--- src/rtl/pkt_ready_tracker.sv ---
module pkt_ready_tracker #(
  parameter int NQ      = 16,
  parameter int CNT_W   = 8,
  parameter int MIN_LEN = 4,
  parameter int QW      = $clog2(NQ)
) (
  input  logic          clk,
  input  logic          rst_n,
  input  logic          mode_strap,
  input  logic          wr_en,
  input  logic [QW-1:0] wr_q,
  input  logic          wr_sop,
  input  logic          wr_eop,
  input  logic          rd_en,
  input  logic [QW-1:0] rd_q,
  input  logic          rd_eop,
  input  logic          rd_ov,
  input  logic [NQ-1:0] ae_in,
  output logic          pkt_mode,
  output logic [NQ-1:0] q_flag,
  output logic [NQ-1:0] pkt_err,
  output logic          rd_pkt_valid
);
  localparam int LW = $clog2(MIN_LEN);
  localparam logic [CNT_W-1:0] CNT_MAX = '1;
  localparam logic [LW-1:0] LEN_TOP = LW'(MIN_LEN - 1);

  logic             mode_q;
  logic [CNT_W-1:0] cnt [NQ];
  logic [LW-1:0]    len [NQ];
  logic [NQ-1:0]    open_q, err_q, rdy, wsel, inc, dec, bad;

  always_comb begin
    for (int i = 0; i < NQ; i++) begin
      wsel[i] = mode_q && wr_en && (wr_q == QW'(i));
      rdy[i]  = (cnt[i] != '0);
      dec[i]  = mode_q && rd_en && rd_eop && (rd_q == QW'(i)) && rdy[i];
      inc[i]  = wsel[i] && wr_eop && ((cnt[i] != CNT_MAX) || dec[i]);
      bad[i]  = wsel[i] && (wr_sop ? (open_q[i] || wr_eop)
                                   : (wr_eop && (!open_q[i] || len[i] < LEN_TOP)));
    end
  end

  always_ff @(posedge clk) begin
    if (!rst_n) begin
      mode_q <= mode_strap;
      open_q <= '0;
      err_q  <= '0;
      for (int i = 0; i < NQ; i++) begin
        cnt[i] <= '0;
        len[i] <= '0;
      end
    end else begin
      err_q <= err_q | bad;
      for (int i = 0; i < NQ; i++) begin
        if (inc[i] && !dec[i])      cnt[i] <= cnt[i] + 1'b1;
        else if (dec[i] && !inc[i]) cnt[i] <= cnt[i] - 1'b1;
        if (wsel[i]) begin
          if (wr_sop) begin
            open_q[i] <= !wr_eop;
            len[i]    <= LW'(1);
          end else if (open_q[i]) begin
            if (wr_eop) begin
              open_q[i] <= 1'b0;
              len[i]    <= '0;
            end else if (len[i] != LEN_TOP) begin
              len[i] <= len[i] + 1'b1;
            end
          end
        end
      end
    end
  end

  assign pkt_mode     = mode_q;
  assign pkt_err      = err_q;
  assign q_flag       = mode_q ? rdy : ae_in;
  assign rd_pkt_valid = mode_q && rd_ov && rdy[rd_q];
endmodule

--- config.mk ---
export PLATFORM = sky130hd
export DESIGN_NAME = pkt_ready_tracker
export DESIGN_NICKNAME = d
export VERILOG_FILES = /design/src/rtl/pkt_ready_tracker.sv
export SDC_FILE = /design/constraint.sdc
export NUM_CORES = 1
export LEC_CHECK = 0
export BUFFER_PORTS_ARGS = -buffer_cell sky130_fd_sc_hd__buf_4
export CORE_MARGIN = 5
export CORE_UTILIZATION = 46
export CTS_BUF_LIST = sky130_fd_sc_hd__clkbuf_4
export DETAILED_ROUTE_END_ITERATION = 16
export MAX_ROUTING_LAYER = met4
export SYNTH_ARGS = -nofsm -noshare
export SYNTH_HDL_FRONTEND = slang
export SYNTH_SLANG_ARGS = --single-unit
--- constraint.sdc ---
create_clock -name clk -period 4.44 [get_ports clk]
set_clock_uncertainty 0.2 [all_clocks]
set_input_delay 0.888 -clock clk [delete_from_list [all_inputs] [get_ports clk]]
set_output_delay 0.888 -clock clk [all_outputs]
set_load 0.05 [all_outputs]
==> results.sh <==
export IMPL_arrival_ns=2.93
export IMPL_synth_top_cell_by_area="edfxtp_1"
export IMPL_numPortBuffers=66
export IMPL_die_w_um=181
export IMPL_setup_viol=0
export IMPL_power_density_nw_per_um2=248
export IMPL_synthAdderAreaFrac=0.123
export IMPL_slew_viol_final=0
export IMPL_synth_seq_cells=193
export IMPL_fin_tns_setup_ns=0
export IMPL_layout_worst_path_cycle_share=0.905
export IMPL_nFillCells=2693
export IMPL_grt_usage=0.207
export IMPL_synth_commonest_cells="nor2_1, edfxtp_1, ha_1"
export IMPL_holdWs_ns=0.279
export IMPL_multi_input_comb_area_um2=7500
export IMPL_r2r_slack_ns=0.44
export IMPL_cts_hold_buffers=0
export IMPL_synthCells=1466
export IMPL_synth_main_ff_cell="edfxtp_1"
export IMPL_cts_setup_buffers=0
export IMPL_layout_nets=1708
export IMPL_muxShareOfSynthArea=0.0169
export IMPL_dr_pass1_iters=6
export IMPL_rsz0062_at_grt="false"
export IMPL_start_kind="flip-flop"
export IMPL_ys_warn_count=0
export IMPL_clk_path_buf_depth=2
export IMPL_std_cell_rows=62
export IMPL_clk_pin_slew_worst_paths_ns=0.18
export IMPL_synth_edf_count=161
export IMPL_cap_violations=0
export IMPL_layout_cells_non_filler=1951
export IMPL_grt_pass1_wl_mm=54.4
export IMPL_post_route_drc_count=0
export IMPL_cp_end_kind="output pin"
export IMPL_die_height_um=181
export IMPL_grt_pass1_vias=10489
export IMPL_clock_latency_ns=0.60
export IMPL_ys_seq_area_frac=0.407
export IMPL_synth_area_leaders="edfxtp_1, ha_1, nor2_1"
export IMPL_antenna_found_initial=2
export IMPL_fmax_mhz=249
export IMPL_layout_drive_gt1_share=0.105
export IMPL_path_max_fanout=5
export IMPL_overflow=0
export IMPL_hold_class="in -> reg"
export IMPL_syn_avg_cell_area_um2=9.18
export IMPL_routed_via_density=5.61
export IMPL_ys_async_sr_fraction=0
export IMPL_gp_congestion=0.883
export IMPL_wl_per_cell_um=17.0
export IMPL_syn_num_nets=1622
export IMPL_grt_max_degree=63
export IMPL_htreeDepth=4
export IMPL_drt_iter0_markers=731
export IMPL_cts_buffers=17
export IMPL_cp_data_required_time_ns=3.35
export IMPL_yosysMostFrequentCell="nor2_1"
export IMPL_period_minus_slack_ns=4.02
export IMPL_relSlewSlack=0.395
export IMPL_root_buffer="clkbuf_4"
export IMPL_cts_sinks=193
export IMPL_ys_types=69
export IMPL_numPlacedInstances=1917
export IMPL_ant_nets=0
export IMPL_power_leakage_uw=0.00589
export IMPL_ctsResizeCount=0
export IMPL_ioPinCount=67
export IMPL_syn_to_final_growth_pct=10.9
export IMPL_yosys_area_share_simple=0.241
export IMPL_synth_xor_area_frac=0.0495
export IMPL_synth_top_cell_area_share=0.359
export IMPL_path_class="reg -> out"
export IMPL_vias=10946
export IMPL_final_seq_area_um2=5480
export IMPL_wirelength_mm=33.1
export IMPL_place_hpwl_mm=25.1
export IMPL_cts_tree="built"
export IMPL_synth_compound_area_frac=0.127
export IMPL_tightest_slew_ns=0.899
export IMPL_hold_violations=0
export IMPL_netlist_area_um2=13500
export IMPL_status="complete, no violations"
export IMPL_ir_drop_v=0.000151
export IMPL_start_util=0.468
export IMPL_core_um2=28800
export IMPL_die_area_um2=32800
export IMPL_synth_top_family_by_area="simple AND/OR/NAND/NOR gates"
[routing by layer]
metal | GRT usage | routed length [µm] | vias to the layer above
met1 | 0.279 | 15600 | 5186
met5 | - | 0 | -
met2 | 0.339 | 15800 | 202
li1 | - | - | 5536
met3 | 0.0277 | 1300 | 22
met4 | 0.0399 | 409 | 0
[final timing paths]
| check | depth (start not counted) | start | end |
|---|---|---|---|
| max | 7 | cnt[0][32] | rd_pkt_valid |
| min | 1 | mode_strap | pkt_mode |
| max reg2reg | 12 | pkt_mode | cnt[0][62] |
| min reg2reg | 2 | pkt_err[6] | pkt_err[6] |
[worst max-delay path, stage by stage (launching register included)]
cell	delay, ns
edfxtp_1	0.50
or4_1	0.53
nor2_1	0.45
mux4_2	0.35
mux2i_1	0.07
o21ai_0	0.14
nor3_1	0.09
buf_4	0.20
[layout by cell type, fill, tap and decap left out, types with 6 or more instances in the layout]
cell,Yosys,final
nor2_1,257,257
edfxtp_1,161,161
buf_4,1,115
ha_1,108,108
nand2_1,102,102
a21oi_1,84,84
inv_1,72,71
o21ai_0,63,63
nor3_1,57,57
xor2_1,42,42
nand4_1,37,37
nand3_1,35,35
nor2b_1,34,34
xnor2_1,34,34
dfxtp_1,32,32
nor4_1,31,31
nand2b_1,31,31
a21o_1,17,17
clkbuf_4,0,17
mux2i_1,16,16
and2_1,15,15
a211oi_1,15,15
a31oi_1,15,15
fa_1,15,15
and3_1,14,14
or4_1,12,12
o41ai_1,12,12
a22oi_1,12,12
nor3b_1,10,10
a311oi_1,8,8
a21boi_0,7,7
o31a_1,6,6
[report_power, final]
group          internal, µW  total, µW  switching, µW
clock network           364       1080            713
logic                   192        502            311
registers              2040       2120           72.1
[logic make-up (layout without fill, tap and decap cells)]
logic type                 after synthesis  after routing
adders and majority gates              123            123
AOI/OAI and AO/OA                      270            270
DFF                                    193            193
buffers and inverters                  120            219
xor gates and xnor gates                76             76
and+or+nand+nor                        665            665
other                                    0              2
muxes                                   19             19
[stage by stage]
step / power, µW / util / setup WS (ns) / cell area (µm²)
after floorplan: 2490 / - / 0.279 / 13500
after global placement: 2650 / 0.507 / 0.159 / 14600
after detailed placement: 2660 / 0.507 / 0.213 / 14600
after CTS: 3740 / 0.518 / 0.333 / 14900
after global routing: 3870 / 0.518 / 0.156 / 14900
final: 3700 / 0.518 / 0.422 / 14900
[registers in the layout (all words and copies together), names as in the netlist]
signal / count
open_q: 16
pkt_mode: 1
len: 32
pkt_err: 16
cnt: 128
[final cells by class]
type	instances	area share
repair buffers	115	0.0579
multi-input cells	1153	0.503
flip-flops and latches	193	0.367
well taps	384	0.0322
inverters	72	0.0181
diodes	2	0.000335
clock buffers	17	0.00855
clock inverters	15	0.0130
Power figures use the tool's default switching activity.
